<file path="src/rtl/vdac_pkg.sv">
package vdac_pkg;

  localparam int VD_YW = 10;
  localparam int VD_CW = 9;

  typedef enum logic [1:0] {
    RT_RGB  = 2'd0,
    RT_CMP  = 2'd1,
    RT_SVID = 2'd2
  } vd_route_e;

  // separate-video selection outranks the component selection
  function automatic vd_route_e vd_pick(input logic svid, input logic dmx_off);
    if (svid)         return RT_SVID;
    else if (dmx_off) return RT_CMP;
    else              return RT_RGB;
  endfunction

endpackage

</file>
<file path="src/rtl/vdac_pipe.sv">
module vdac_pipe #(
  parameter int W     = 8,
  parameter int DEPTH = 1
) (
  input  logic         clk,
  input  logic         rst_n,
  input  logic [W-1:0] d,
  output logic [W-1:0] q
);

  logic [W-1:0] stg [DEPTH];

  for (genvar k = 0; k < DEPTH; k++) begin : g_stage
    if (k == 0) begin : g_first
      always_ff @(posedge clk or negedge rst_n) begin
        if (!rst_n) stg[0] <= '0;
        else        stg[0] <= d;
      end
    end else begin : g_next
      always_ff @(posedge clk or negedge rst_n) begin
        if (!rst_n) stg[k] <= '0;
        else        stg[k] <= stg[k-1];
      end
    end
  end

  assign q = stg[DEPTH-1];

endmodule

</file>
<file path="src/rtl/vdac_cvbs.sv">
module vdac_cvbs #(
  parameter int YW        = 10,
  parameter int SCALE_NUM = 15,
  parameter int SCALE_SH  = 4
) (
  input  logic          clk,
  input  logic          rst_n,
  input  logic [YW-1:0] y,
  input  logic [YW-1:0] c,
  output logic [YW-1:0] cvbs_q,
  output logic          clip_lo,
  output logic          clip_hi
);

  localparam int SW     = YW + 2;
  localparam int PW     = YW + SCALE_SH;
  localparam int MAXV   = (1 << YW) - 1;
  localparam int MID    = 1 << (YW - 1);
  localparam int RND    = 1 << (SCALE_SH - 1);
  localparam int CV_MAX = (MAXV * SCALE_NUM + RND) >> SCALE_SH;
  localparam logic signed [SW-1:0] S_MAX = SW'(MAXV);

  // clamp the offset-corrected sum, then scale with rounding
  function automatic logic [YW-1:0] comp_scale(input logic [YW-1:0] yv,
                                               input logic [YW-1:0] cv);
    logic signed [SW-1:0] s;
    logic [YW-1:0]        cl;
    logic [PW-1:0]        p;
    s = SW'(yv) + SW'(cv) - SW'(MID);
    if (s[SW-1])       cl = '0;
    else if (s > S_MAX) cl = YW'(MAXV);
    else               cl = s[YW-1:0];
    p = PW'(cl) * PW'(SCALE_NUM) + PW'(RND);
    return p[PW-1:SCALE_SH];
  endfunction

  logic signed [SW-1:0] sum_w;
  assign sum_w   = SW'(y) + SW'(c) - SW'(MID);
  assign clip_lo = sum_w[SW-1];
  assign clip_hi = !sum_w[SW-1] && (sum_w > S_MAX);

  always_ff @(posedge clk or negedge rst_n) begin
    if (!rst_n) cvbs_q <= '0;
    else        cvbs_q <= comp_scale(y, c);
  end

  // a negative sum yields zero composite
  p_clip_lo_r2: assert property (@(posedge clk) disable iff (!rst_n)
    clip_lo |=> (cvbs_q == '0));
  // an overflowing sum yields the scaled full-scale value
  p_clip_hi_r2: assert property (@(posedge clk) disable iff (!rst_n)
    clip_hi |=> (cvbs_q == YW'(CV_MAX)));
  // scaled composite stays within fifteen sixteenths of full scale
  p_cvbs_cap_r3: assert property (@(posedge clk) disable iff (!rst_n)
    cvbs_q <= YW'(CV_MAX));

endmodule

</file>
<file path="src/rtl/vdac_xbar.sv">
module vdac_xbar
  import vdac_pkg::*;
#(
  parameter int YW = 10,
  parameter int CW = 9
) (
  input  logic          clk,
  input  logic          rst_n,
  input  vd_route_e     route,
  input  logic          pd_lo,
  input  logic          pd_hi,
  input  logic [YW-1:0] y,
  input  logic [YW-1:0] c,
  input  logic [YW-1:0] cvbs,
  input  logic [CW-1:0] r,
  input  logic [CW-1:0] g,
  input  logic [CW-1:0] b,
  input  logic [CW-1:0] cr,
  input  logic [CW-1:0] yl,
  input  logic [CW-1:0] cb,
  output logic [YW-1:0] dac_cvbs_o,
  output logic [YW-1:0] dac_red_o,
  output logic [YW-1:0] dac_grn_o,
  output logic [YW-1:0] dac_blu_o
);

  localparam int PAD = YW - CW;

  function automatic logic [YW-1:0] widen(input logic [CW-1:0] v);
    return {v, {PAD{1'b0}}};
  endfunction

  logic [YW-1:0] sel0, sel1, sel2, sel3;

  always_comb begin
    unique case (route)
      RT_SVID: begin
        sel0 = y;
        sel1 = c;
        sel2 = cvbs;
        sel3 = cvbs;
      end
      RT_CMP: begin
        sel0 = cvbs;
        sel1 = widen(cr);
        sel2 = widen(yl);
        sel3 = widen(cb);
      end
      default: begin
        sel0 = cvbs;
        sel1 = widen(r);
        sel2 = widen(g);
        sel3 = widen(b);
      end
    endcase
  end

  always_ff @(posedge clk or negedge rst_n) begin
    if (!rst_n) begin
      dac_cvbs_o <= '0;
      dac_red_o  <= '0;
      dac_grn_o  <= '0;
      dac_blu_o  <= '0;
    end else begin
      dac_cvbs_o <= pd_lo ? '0 : sel0;
      dac_red_o  <= pd_lo ? '0 : sel1;
      dac_grn_o  <= pd_hi ? '0 : sel2;
      dac_blu_o  <= pd_hi ? '0 : sel3;
    end
  end

  // each power-down bit clamps its own pair
  p_pd_lo_r7: assert property (@(posedge clk) disable iff (!rst_n)
    pd_lo |=> (dac_cvbs_o == '0 && dac_red_o == '0));
  p_pd_hi_r7: assert property (@(posedge clk) disable iff (!rst_n)
    pd_hi |=> (dac_grn_o == '0 && dac_blu_o == '0));
  // green and blue carry the same composite in separate-video mode
  p_svid_twin_r6: assert property (@(posedge clk) disable iff (!rst_n)
    (route == RT_SVID) |=> (dac_grn_o == dac_blu_o));
  // colour buses carry left-justified 9-bit codes outside separate-video mode
  p_lsb_clear_r4: assert property (@(posedge clk) disable iff (!rst_n)
    (route != RT_SVID) |=> (dac_red_o[PAD-1:0] == '0 &&
                            dac_grn_o[PAD-1:0] == '0 &&
                            dac_blu_o[PAD-1:0] == '0));

endmodule

</file>
<file path="src/rtl/vdac_route.sv">
module vdac_route
  import vdac_pkg::*;
#(
  parameter int YW = VD_YW,
  parameter int CW = VD_CW
) (
  input  logic          clk,
  input  logic          rst_n,
  input  logic [YW-1:0] y_i,
  input  logic [YW-1:0] c_i,
  input  logic [CW-1:0] red_i,
  input  logic [CW-1:0] grn_i,
  input  logic [CW-1:0] blu_i,
  input  logic [CW-1:0] cr_i,
  input  logic [CW-1:0] yl_i,
  input  logic [CW-1:0] cb_i,
  input  logic          svid_en_i,
  input  logic          dmx_off_i,
  input  logic          pd_lo_i,
  input  logic          pd_hi_i,
  output logic [YW-1:0] dac_cvbs_o,
  output logic [YW-1:0] dac_red_o,
  output logic [YW-1:0] dac_grn_o,
  output logic [YW-1:0] dac_blu_o
);

  localparam int BW = 2 * YW + 6 * CW + 4;

  // stage 1: capture every input, control bits included
  logic [YW-1:0] y_s1, c_s1;
  logic [CW-1:0] r_s1, g_s1, b_s1, cr_s1, yl_s1, cb_s1;
  logic          svid_s1, dmx_s1, pdl_s1, pdh_s1;

  always_ff @(posedge clk or negedge rst_n) begin
    if (!rst_n) begin
      y_s1 <= '0; c_s1 <= '0;
      r_s1 <= '0; g_s1 <= '0; b_s1 <= '0;
      cr_s1 <= '0; yl_s1 <= '0; cb_s1 <= '0;
      svid_s1 <= 1'b0; dmx_s1 <= 1'b0; pdl_s1 <= 1'b0; pdh_s1 <= 1'b0;
    end else begin
      y_s1 <= y_i; c_s1 <= c_i;
      r_s1 <= red_i; g_s1 <= grn_i; b_s1 <= blu_i;
      cr_s1 <= cr_i; yl_s1 <= yl_i; cb_s1 <= cb_i;
      svid_s1 <= svid_en_i; dmx_s1 <= dmx_off_i;
      pdl_s1 <= pd_lo_i; pdh_s1 <= pd_hi_i;
    end
  end

  // stage 2: composite arithmetic alongside a matching delay for the rest
  logic [YW-1:0] cvbs_s2;
  logic          clip_lo_w, clip_hi_w;

  vdac_cvbs #(.YW(YW)) u_cvbs (
    .clk     (clk),
    .rst_n   (rst_n),
    .y       (y_s1),
    .c       (c_s1),
    .cvbs_q  (cvbs_s2),
    .clip_lo (clip_lo_w),
    .clip_hi (clip_hi_w)
  );

  logic [BW-1:0] bus_s1, bus_s2;
  assign bus_s1 = {y_s1, c_s1, r_s1, g_s1, b_s1, cr_s1, yl_s1, cb_s1,
                   svid_s1, dmx_s1, pdl_s1, pdh_s1};

  vdac_pipe #(.W(BW), .DEPTH(1)) u_match (
    .clk   (clk),
    .rst_n (rst_n),
    .d     (bus_s1),
    .q     (bus_s2)
  );

  logic [YW-1:0] y_s2, c_s2;
  logic [CW-1:0] r_s2, g_s2, b_s2, cr_s2, yl_s2, cb_s2;
  logic          svid_s2, dmx_s2, pdl_s2, pdh_s2;
  assign {y_s2, c_s2, r_s2, g_s2, b_s2, cr_s2, yl_s2, cb_s2,
          svid_s2, dmx_s2, pdl_s2, pdh_s2} = bus_s2;

  vd_route_e route_s2;
  assign route_s2 = vd_pick(svid_s2, dmx_s2);

  // stage 3: routing and power-down into the output registers
  vdac_xbar #(.YW(YW), .CW(CW)) u_xbar (
    .clk        (clk),
    .rst_n      (rst_n),
    .route      (route_s2),
    .pd_lo      (pdl_s2),
    .pd_hi      (pdh_s2),
    .y          (y_s2),
    .c          (c_s2),
    .cvbs       (cvbs_s2),
    .r          (r_s2),
    .g          (g_s2),
    .b          (b_s2),
    .cr         (cr_s2),
    .yl         (yl_s2),
    .cb         (cb_s2),
    .dac_cvbs_o (dac_cvbs_o),
    .dac_red_o  (dac_red_o),
    .dac_grn_o  (dac_grn_o),
    .dac_blu_o  (dac_blu_o)
  );

  // a captured power-down bit reaches the buses two edges after capture
  p_latency_r8: assert property (@(posedge clk) disable iff (!rst_n)
    pdl_s1 |-> ##2 (dac_cvbs_o == '0 && dac_red_o == '0));
  // with R6: a captured separate-video bit shows up two edges after capture
  p_latency_svid_r8: assert property (@(posedge clk) disable iff (!rst_n)
    svid_s1 |-> ##2 (dac_grn_o == dac_blu_o));

endmodule

</file>
<file path="config.mk">
export PLATFORM = sky130hd
export DESIGN_NAME = vdac_route
export DESIGN_NICKNAME = d
export VERILOG_FILES = /design/src/rtl/vdac_pkg.sv /design/src/rtl/vdac_pipe.sv /design/src/rtl/vdac_cvbs.sv /design/src/rtl/vdac_xbar.sv /design/src/rtl/vdac_route.sv
export SDC_FILE = /design/constraint.sdc
export NUM_CORES = 1
export LEC_CHECK = 0
export BUFFER_PORTS_ARGS = -buffer_cell sky130_fd_sc_hd__buf_2
export CAP_MARGIN = 20
export CORE_ASPECT_RATIO = 1.75
export CORE_MARGIN = 3
export CORE_UTILIZATION = 25
export CTS_BUF_LIST = sky130_fd_sc_hd__clkbuf_16
export DETAILED_ROUTE_END_ITERATION = 7
export GPL_ROUTABILITY_DRIVEN = 0
export HOLD_SLACK_MARGIN = 0.15
export PLACE_DENSITY = 0.45
export SYNTH_ARGS = -nofsm -noshare
export SYNTH_HDL_FRONTEND = slang
export SYNTH_SLANG_ARGS = --single-unit
</file>
<file path="constraint.sdc">
create_clock -name clk -period 10 [get_ports clk]
set_input_delay 1.5 -clock clk [delete_from_list [all_inputs] [get_ports clk]]
set_output_delay 1.5 -clock clk [all_outputs]
set_load 0.02 [all_outputs]
</file>
==> flow_summary.toml, run 1 <==
[yosys]
yosys_warnings = 0
ys_ff_latch = 205
synth_area_sq_um = 7790
yosysUniqueCellTypes = 56
yosys.area.top_type_share_pct = 65.8
synth_area_leaders = "dfrtp_1, ha_1, mux2i_1, mux2_2, fa_1"
yosysTopAreaCell = "dfrtp_1"
synth_cells = 549
syn_avg_cell_area_sq_um = 14.2
ys_seq_area_share_pct = 65.8
synthesis.nets = 682

[power]
leakage_nw = 4.59
power.share.combinational_pct = 39.2
clock_power_share_pct = 25.8
fin_total_pwr_mw = 2.75
swShare_pct = 34.0
ir_worst_vdd_mv = 0.181
p_int_mw = 1.82
seqPwrFrac_pct = 35.0
power_density_nw_per_um2 = 292
p_sw_uw = 936

[cts]
ctsRootBufferMaster = "clkbuf_16"
clockBufferDepth = 3
cts_buffers = 20
ctsHoldBuffers = 0
clock_latency_ns = 0.50
cts_setup_buffers = 0
path_clk_slew_ns = 0.06
htree_levels = 1
cts_sinks = 205
cts_resized = 0
cts_tree = "built"

[finish]
final_nets = 809
utilization_pct = 31.1
antenna_cells = 0
drive_gt1_share_pct = 26.6
fin_area_sq_um = 9440
syn2layout_area_growth_pct = 21.2

[global_routing]
grt_max_degree = 81
antenna_found_initial = 0
grt_overflow_total = 0
track_usage_pct = 10.8
grt_pass1_wl_mm = 27.7
grt_pass1_vias = 4981

[timing]
finalCriticalPeriod_ns = 5.84
worst_slack_ns = 4.16
skew_ns = 0.0114
worstMarginPinSlew_ns = 0.900
fin_tns_setup_ns = 0
setup_violations = 0
slew_violations = 0
timing.final.crit_share_pct = 58.4
hold_violations = 0
slew_headroom_pct = 40.0
rsz0062_at_grt = "false"
fmax_mhz = 171

[setup_path]
r2r-end = "u_cvbs.cvbs_q[9]$_DFF_PN0_"
setup.worst_path.end = "u_cvbs.cvbs_q[9]$_DFF_PN0_"
reg2reg_slack_ns = 4.16
critPathRequiredTime_ns = 10.40
end_kind = "register"
worstSetupStartpointType = "register"
r2r_cells = 20
path_class = "register to register"
startpoint = "c_s1[4]$_DFF_PN0_"
cp_max_fo = 16
arrival_ns = 6.24
timing.rr.start = "c_s1[4]$_DFF_PN0_"

[floorplanning]
dieArea_sq_um = 33400
start_util_pct = 25.7
std_cell_rows = 84
pin_count = 120
die_w_microns = 139
dieHeight_microns = 240
core_sq_um = 30400

[worst_hold_path]
min_path_type = "register to register"
hold_depth = 0

[placed_design]
pre_cts_ws_ns = 4.17
io_buffers = 119
place_area_sq_um = 8830
hpwl_mm = 13.0

[route]
post_drt_wl_per_cell_microns = 16.3
drt_iter0_drc = 201
vias_per_cell = 4.10
antenna_left = 0
num_vias = 4404
dr.pass1.iters = 4
wirelength_mm = 17.5
route.detailed.drc = 0

[run_status]
outcome = "finished clean"

[run]
drv_cap = 0
-- kinds of logic after synthesis --
kind of cell	after synthesis	synth area share (%)
AOI/OAI and AO/OA	94	8.38
muxes	43	5.91
buffers and inverters	50	2.59
DFF	205	65.8
adders and majority gates	54	9.60
xor gates and xnor gates	24	2.89
and+or+nand+nor	79	4.79
-- worst max-delay path, stage by stage, from the launching register on --
cell and delay [ns]:
dfrtp_1 0.39, ha_1 0.37, or4_1 0.56, o21ai_2 0.10
a31oi_4 0.06, a31oi_4 0.25, xor2_1 0.09, ha_1 0.58
a21oi_1 0.21, ha_1 0.37, xor2_1 0.17, ha_1 0.33
xor2_1 0.17, ha_1 0.35, fa_1 0.48, a21o_1 0.17
a21oi_1 0.21, o21ai_1 0.12, or4_1 0.43, and3_1 0.17
a211oi_1 0.16
-- layout make-up --
cell class,count,area (sq um)
fillers,3011,20900
inverters,32,120
multi-input cells,294,2460
repair buffers,123,634
clock inverters,13,86.3
clock buffers,21,526
flip-flops and latches,205,5130
well taps,387,484
-- cell usage after synthesis (all sizes together) --
library cell	n
a211oi	3
o21a	20
and3b	1
buf	7
or2	1
nor2	45
xor2	12
nor3	4
o21ai	10
inv	32
or4b	1
maj3	1
fa	10
and2	2
o311ai	2
clkbuf	11
a221oi	1
a32oi	1
or4	3
and4b	1
o211ai	1
nand3b	1
a2111oi	1
a21oi	34
a21o	15
nand3	1
and3	4
ha	43
nor4	1
mux2i	22
xnor2	12
mux2	21
dfrtp	205
a311oi	1
nand2	11
a211o	1
nand2b	3
a31oi	4
-- worst min path at each step --
| stage | startpoint | end | slack, ns |
|---|---|---|---|
| 2_1_floorplan | pdh_s1$_DFF_PN0_ | u_match.q[0]$_DFF_PN0_ | 0.33 |
| 3_3_place_gp | yl_s1[6]$_DFF_PN0_ | u_match.q[19]$_DFF_PN0_ | 0.33 |
| 3_5_place_dp | cb_s1[6]$_DFF_PN0_ | u_match.q[10]$_DFF_PN0_ | 0.33 |
| 4_1_cts | yl_s1[2]$_DFF_PN0_ | u_match.q[15]$_DFF_PN0_ | 0.34 |
| 5_1_grt | b_s1[1]$_DFF_PN0_ | u_match.q[32]$_DFF_PN0_ | 0.35 |
| 6_report | cb_s1[3]$_DFF_PN0_ | u_match.q[7]$_DFF_PN0_ | 0.34 |
-- stage by stage --
step	hold slack (ns)	cells
final	0.342	1075
after global routing	0.349	1075
after CTS	0.343	1075
after detailed placement	0.335	1041
after global placement	0.332	1041
after floorplan	0.331	549
-- power groups by stage --
stage | Clock, mW | Sequential (mW) | Combinational, mW
finish | 0.710 | 0.962 | 1.08
global route | 0.776 | 0.970 | 1.25
CTS | 0.743 | 0.966 | 1.11
detailed placement | 0 | 0.982 | 1.09
global placement | 0 | 0.981 | 1.10
floorplan | 0 | 0.986 | 0.821
-- layer usage --
metal	wire length, microns	vias to the layer above	GRT usage (%)
met4	420	0	3.98
met1	6280	2207	11.1
li1	-	2099	-
met2	10200	80	21.6
met5	0	-	0
met3	654	18	1.64
-- cells in the final DEF (no fill, tap or decap), types with 3 or more instances in the layout --
master | netlist | layout
buf_4 | 1 | 4
a21oi_1 | 33 | 33
a21o_1 | 15 | 15
xor2_1 | 11 | 11
nor3_1 | 4 | 4
clkbuf_16 | 0 | 21
fa_1 | 10 | 10
nor2_1 | 44 | 44
mux2i_1 | 22 | 22
buf_2 | 2 | 118
xnor2_1 | 11 | 11
o21ai_0 | 7 | 7
ha_1 | 43 | 43
dfrtp_1 | 205 | 204
mux2_2 | 18 | 18
inv_1 | 31 | 35
and3_1 | 3 | 3
nand2_1 | 11 | 11
or4_1 | 3 | 3
nand2b_1 | 3 | 3
clkinv_1 | 0 | 4
o21a_1 | 20 | 20
-- state kept, by name, indices dropped and copies added, names as in the netlist, 10 cells and up --
name               flops
c_s1                  10
u_xbar.dac_cvbs_o     10
u_xbar.dac_grn_o      10
u_xbar.dac_red_o      10
u_match.q             78
u_cvbs.cvbs_q         10
y_s1                  10
No activity file was read; power rests on OpenSTA's default activity.
==> run 2, diff against run 1 <==
Clock period 10 ns to 5.6 ns, I/O delays scaled along.
==> run 2 against run 1 <==
Clock skew barely moved. Register-to-register slack got worse by 3.9 ns. Setup slack got worse by 3.9 ns. Maximum frequency rose by 9.8%. Critical path depth fell by 1. Via count rose by 1.4%. Sequential share of layout area fell by 0.93 points. Core utilization rose by 0.54 points. Wire length barely moved. Design area rose by 1.7%. Hold slack barely moved. Non-clock buffer count rose by 8. Largest power group unchanged. Highest routed layer unchanged.
==> flow_summary.toml, run 2 (synthesis gave the netlist of run 1 again) <==
[timing]
slew_violations = 0
finalCriticalPeriod_ns = 5.32
worstMarginPinSlew_ns = 0.743
fin_tns_setup_ns = 0
timing.final.crit_share_pct = 94.9
skew_ns = 0.0111
fmax_mhz = 188
hold_violations = 0
setup_violations = 0
worst_slack_ns = 0.283
slew_headroom_pct = 50.4
rsz0062_at_grt = "false"

[setup_path]
worstSetupStartpointType = "register"
path_class = "register to register"
arrival_ns = 5.72
critPathRequiredTime_ns = 6.00
end_kind = "register"
timing.rr.start = "c_s1[4]$_DFF_PN0_"
startpoint = "c_s1[4]$_DFF_PN0_"
cp_max_fo = 14

[global_routing]
grt_max_degree = 118
track_usage_pct = 10.6
grt_pass1_vias = 4977
antenna_found_initial = 1
grt_overflow_total = 0
grt_pass1_wl_mm = 27.4

[worst_hold_path]
hold_path_startpoint = "g_s1[7]$_DFF_PN0_"
min_path_type = "register to register"

[cts]
cts_buffers = 20
ctsHoldBuffers = 0
cts_tree = "built"
clockBufferDepth = 3
ctsRootBufferMaster = "clkbuf_16"
path_clk_slew_ns = 0.06
clock_latency_ns = 0.50
htree_levels = 1
cts_sinks = 205

[finish]
final_common_cell = "dfrtp_1"
syn2layout_area_growth_pct = 23.3
final_nets = 817
fin_area_sq_um = 9610
regArea_sq_um = 5130
largest_reg_flops = 78
fill_cells = 3002
multiInputGateArea_sq_um = 2510
drive_gt1_share_pct = 28.9
layout_common_cells = "dfrtp_1, buf_2, nor2_1, ha_1, inv_1"

[route]
drt_iter0_drc = 221
post_drt_wl_per_cell_microns = 16.2
antenna_left = 0
route.detailed.drc = 0
dr.pass1.iters = 4
wirelength_mm = 17.5
vias_per_cell = 4.12
num_vias = 4467

[power]
fin_total_pwr_mw = 5.04
leakage_nw = 4.64
ir_worst_vdd_mv = 0.212
power_density_nw_per_um2 = 525

[placed_design]
pre_cts_ws_ns = 0.121
hpwl_mm = 13.1
io_buffers = 119
place_area_sq_um = 8890

[floorplanning]
pin_count = 120
dieArea_sq_um = 33400
core_sq_um = 30400
die_w_microns = 139
dieHeight_microns = 240
std_cell_rows = 84
start_util_pct = 25.7

[run_status]
outcome = "finished clean"

[run]
drv_cap = 0
[run 2: cell count changes in the layout (fill, tap and decap cells not counted), moves of 2 or more]
cell / change
a21o_4: +2
a21oi_1: -2
buf_4: +6
ha_2: +2
a21o_1: -2
ha_1: -2
[run 2: worst paths after layout]
check                      slack (ns)  depth (start not counted)                         end
setup / recovery                 0.28                         19  u_cvbs.cvbs_q[9]$_DFF_PN0_
hold / removal                   0.34                          0     u_match.q[47]$_DFF_PN0_
setup reg to reg                 0.28                         19  u_cvbs.cvbs_q[9]$_DFF_PN0_
hold reg to reg                  0.34                          0     u_match.q[47]$_DFF_PN0_
max in group asynchronous        4.09                          2           b_s1[6]$_DFF_PN0_
min in group asynchronous        0.37                          1           r_s1[0]$_DFF_PN0_
[run 2: metrics by stage]
step | hold WS [ns] | instances | utilization [%]
after floorplan | 0.331 | 549 | -
after global placement | 0.332 | 1048 | 29.3
after detailed placement | 0.335 | 1048 | 29.3
after CTS | 0.348 | 1082 | 31.4
after global routing | 0.354 | 1084 | 31.6
final | 0.342 | 1084 | 31.6
[run 2: final cells by class]
| class | count | share of cell area [%] |
|---|---|---|
| repair buffers | 131 | 7.40 |
| multi-input cells | 294 | 26.2 |
| inverters | 32 | 1.25 |
| well taps | 387 | 5.04 |
| diodes | 1 | 0.0261 |
| flip-flops and latches | 205 | 53.4 |
| clock buffers | 21 | 5.47 |
| clock inverters | 13 | 1.21 |
[run 2: critical path, cell delays in order (launching register included)]
cell and delay (ns):
dfrtp_1 0.38, ha_1 0.32, or4_4 0.53, o21ai_2 0.09, a31oi_4 0.06, a31oi_4 0.20
xor2_1 0.18, ha_2 0.33, buf_6 0.17, xor2_1 0.17, mux2_1 0.31, mux2_4 0.29
fa_1 0.53, inv_1 0.04, ha_1 0.29, ha_1 0.30, ha_2 0.20, or4_1 0.52
and3_1 0.17, a211oi_2 0.14
[run 2: per-layer routing]
layer	wire length, microns	global-route usage, %	vias up	part of all wire [%]
li1	-	-	2114	-
met2	10200	21.3	99	58
met4	523	4.48	0	3.0
met1	6130	10.7	2224	35
met5	0	0	-	0
met3	691	1.54	30	3.9
[run 2: repair_timing]
item | CTS | global route
setup endpoints to repair | 0 | 3
setup buffers | 0 | 1
gates resized for setup | 0 | 13
[run 2: power breakdown]
| part | switching (mW) | internal, mW | leakage, nW |
|---|---|---|---|
| combinational | 1.06 | 0.941 | 1.88 |
| clock | 0.548 | 0.771 | 0.322 |
| sequential | 0.0719 | 1.65 | 2.44 |
| total | 1.68 | 3.36 | 4.64 |
==> run 3, diff against run 2 <==
Settings changed: ABC_AREA from default to 1.
==> run 3 against run 2 <==
Setup slack better by 0.30 ns. Via count increased by 13%. Die area grew 0.57%. Register-to-register slack improved by 0.30 ns. Critical path depth grew 2. Sequential power is essentially flat. Design area decreased by 0.90%. Wire length is 11% higher. Synthesized cell count rose by 25%. Global-route usage is 1.1 points higher. Non-clock buffer count is 5 lower. Critical endpoint is now u_cvbs.cvbs_q[7]$_DFF_PN0_. Largest power group unchanged.
==> flow_summary.toml, run 3 <==
[finish]
final_cell_count_no_fill = 1220
multiInputGateArea_sq_um = 2340
syn2layout_area_growth_pct = 21.5
final_nets = 949
drive_gt1_share_pct = 20.2
regArea_sq_um = 5130
final_common_cell = "dfrtp_1"
fill_cells = 3192
largest_reg_flops = 78
layout_common_cells = "dfrtp_1, nand2_1, buf_2, nand3_1, inv_1"

[route]
num_vias = 5040
route.detailed.drc = 0
vias_per_cell = 4.13
wirelength_mm = 19.4
antenna_left = 0
post_drt_wl_per_cell_microns = 15.9
dr.pass1.iters = 4
drt_iter0_drc = 240

[yosys]
synthAdderAreaFrac_pct = 9.42
ys_seq_area_share_pct = 65.5
muxShareOfSynthArea_pct = 0
synth_top_family_by_area = "simple AND/OR/NAND/NOR gates"
synth_cells = 687
yosysMostFrequentCell = "dfrtp_1"
syn_avg_cell_area_sq_um = 11.4
synth_xor_area_share_pct = 1.45
synth_compound_area_share_pct = 3.29
yosysTopAreaCell = "dfrtp_1"
synth_area_leaders = "dfrtp_1, ha_1, nand2_1, nand3_1, inv_1"
synthesis.nets = 820
synth-edff-count = 0
synth_area_sq_um = 7840
synthFlopType = "dfrtp_1"
synth_common_cells = "dfrtp_1, nand2_1, nand3_1"
ys_async_sr_fraction_pct = 100
yosys.area_share.simple_pct = 15.7
yosys.area.top_type_share_pct = 65.5
yosysUniqueCellTypes = 32
yosys_warnings = 0
ys_ff_latch = 205

[cts]
path_clk_slew_ns = 0.07
cts_sinks = 205
ctsHoldBuffers = 0
cts_resized = 0
clock_latency_ns = 0.49
cts_buffers = 19
clockBufferDepth = 3
cts_setup_buffers = 0
cts_tree = "built"
ctsRootBufferMaster = "clkbuf_16"
htree_levels = 1

[power]
leakage_nw = 4.94
ir_worst_vdd_mv = 0.247
power_density_nw_per_um2 = 534

[timing]
slew_violations = 0
skew_ns = 0.00944
worstMarginPinSlew_ns = 0.758
rsz0062_at_grt = "false"
setup_violations = 0
finalCriticalPeriod_ns = 5.02
fmax_mhz = 199
hold_violations = 0
worst_slack_ns = 0.579
slew_headroom_pct = 49.5
fin_tns_setup_ns = 0
timing.final.crit_share_pct = 89.7

[setup_path]
arrival_ns = 5.39
end_kind = "register"
critPathRequiredTime_ns = 5.97
worstSetupStartpointType = "register"
cp_max_fo = 11
path_class = "register to register"

[floorplanning]
start_util_pct = 25.4
pin_count = 120
std_cell_rows = 85
dieArea_sq_um = 33600
dieHeight_microns = 240
die_w_microns = 140
core_sq_um = 30800

[placed_design]
hpwl_mm = 14.4
pre_cts_ws_ns = 0.562
io_buffers = 119
place_inst = 1186

[global_routing]
grt_max_degree = 140
grt-busiest-layer = "met2"
grt_pass1_vias = 5534
grtUsageMet1_pct = 12.9
grt_pass1_wl_mm = 30.9
met2_usage_pct = 22.6
grt_util_met3_pct = 1.41
grt_overflow_total = 0
antenna_found_initial = 1
track_usage_pct = 11.7

[worst_hold_path]
min_path_type = "input port to asynchronous set/reset pin"

[run_status]
outcome = "finished clean"

[run]
drv_cap = 0
run 3: worst paths after layout:
kind | slack (ns) | startpoint | end | cells after the start
max | 0.58 | y_s1[5]$_DFF_PN0_ | u_cvbs.cvbs_q[7]$_DFF_PN0_ | 21
min | 0.29 | rst_n | u_xbar.dac_grn_o[4]$_DFF_PN0_ | 1
max reg2reg | 0.58 | y_s1[5]$_DFF_PN0_ | u_cvbs.cvbs_q[7]$_DFF_PN0_ | 21
min reg2reg | 0.34 | r_s1[7]$_DFF_PN0_ | u_match.q[56]$_DFF_PN0_ | 0
max in group asynchronous | 4.17 | rst_n | y_s1[2]$_DFF_PN0_ | 2
min in group clk | 0.34 | r_s1[7]$_DFF_PN0_ | u_match.q[56]$_DFF_PN0_ | 0
run 3: power breakdown:
part           leakage (nW)  internal [mW]  switching [mW]
combinational          2.18          0.802            1.26
clock                 0.312          0.759           0.555
sequential             2.44           1.65          0.0557
total                  4.94           3.21            1.87
run 3: logic make-up after synthesis:
logic type | count (synthesis)
AOI/OAI and AO/OA | 46
xor gates and xnor gates | 13
adders and majority gates | 53
buffers and inverters | 89
DFF | 205
and+or+nand+nor | 281
run 3: final cells by class:
class | instances | share of cell area, %
Tap cell | 391 | 5.14
Antenna cell | 1 | 0.0263
Timing Repair Buffer | 126 | 7.05
Clock inverter | 14 | 1.51
Sequential cell | 205 | 53.9
Inverter | 71 | 2.80
Multi-Input combinational cell | 393 | 24.6
Clock buffer | 19 | 4.99
run 3: stage by stage:
stage                     power (mW)  hold WS (ns)  cell area (sq um)  util (%)
after floorplan                 3.25         0.331               7840         -
after global placement          3.85         0.331               8900      28.8
after global routing            5.53         0.327               9520      30.9
after detailed placement        3.84         0.335               8900      28.8
after CTS                       5.18         0.305               9520      30.9
final                           5.08         0.294               9520      30.9
run 3: worst max-delay path, stage by stage, from the launching register on:
cell and delay, ns:
dfrtp_1 0.42, ha_1 0.37, a21oi_1 0.30, o21ai_0 0.16, nand2_1 0.08, nand4_1 0.13, inv_1 0.09, ha_1 0.24
inv_1 0.22, o21ai_0 0.24, inv_1 0.12, ha_1 0.29, inv_1 0.05, xor2_1 0.17, ha_1 0.33, xor2_1 0.18
ha_1 0.34, fa_1 0.51, nand3_1 0.11, nand3_1 0.11, a211o_1 0.29, xor2_1 0.14
run 3: per-layer routing:
metal	up-vias	routed length (microns)
met4	0	582
li1	2440	-
met1	2485	7170
met3	30	634
met5	-	0
met2	85	11000
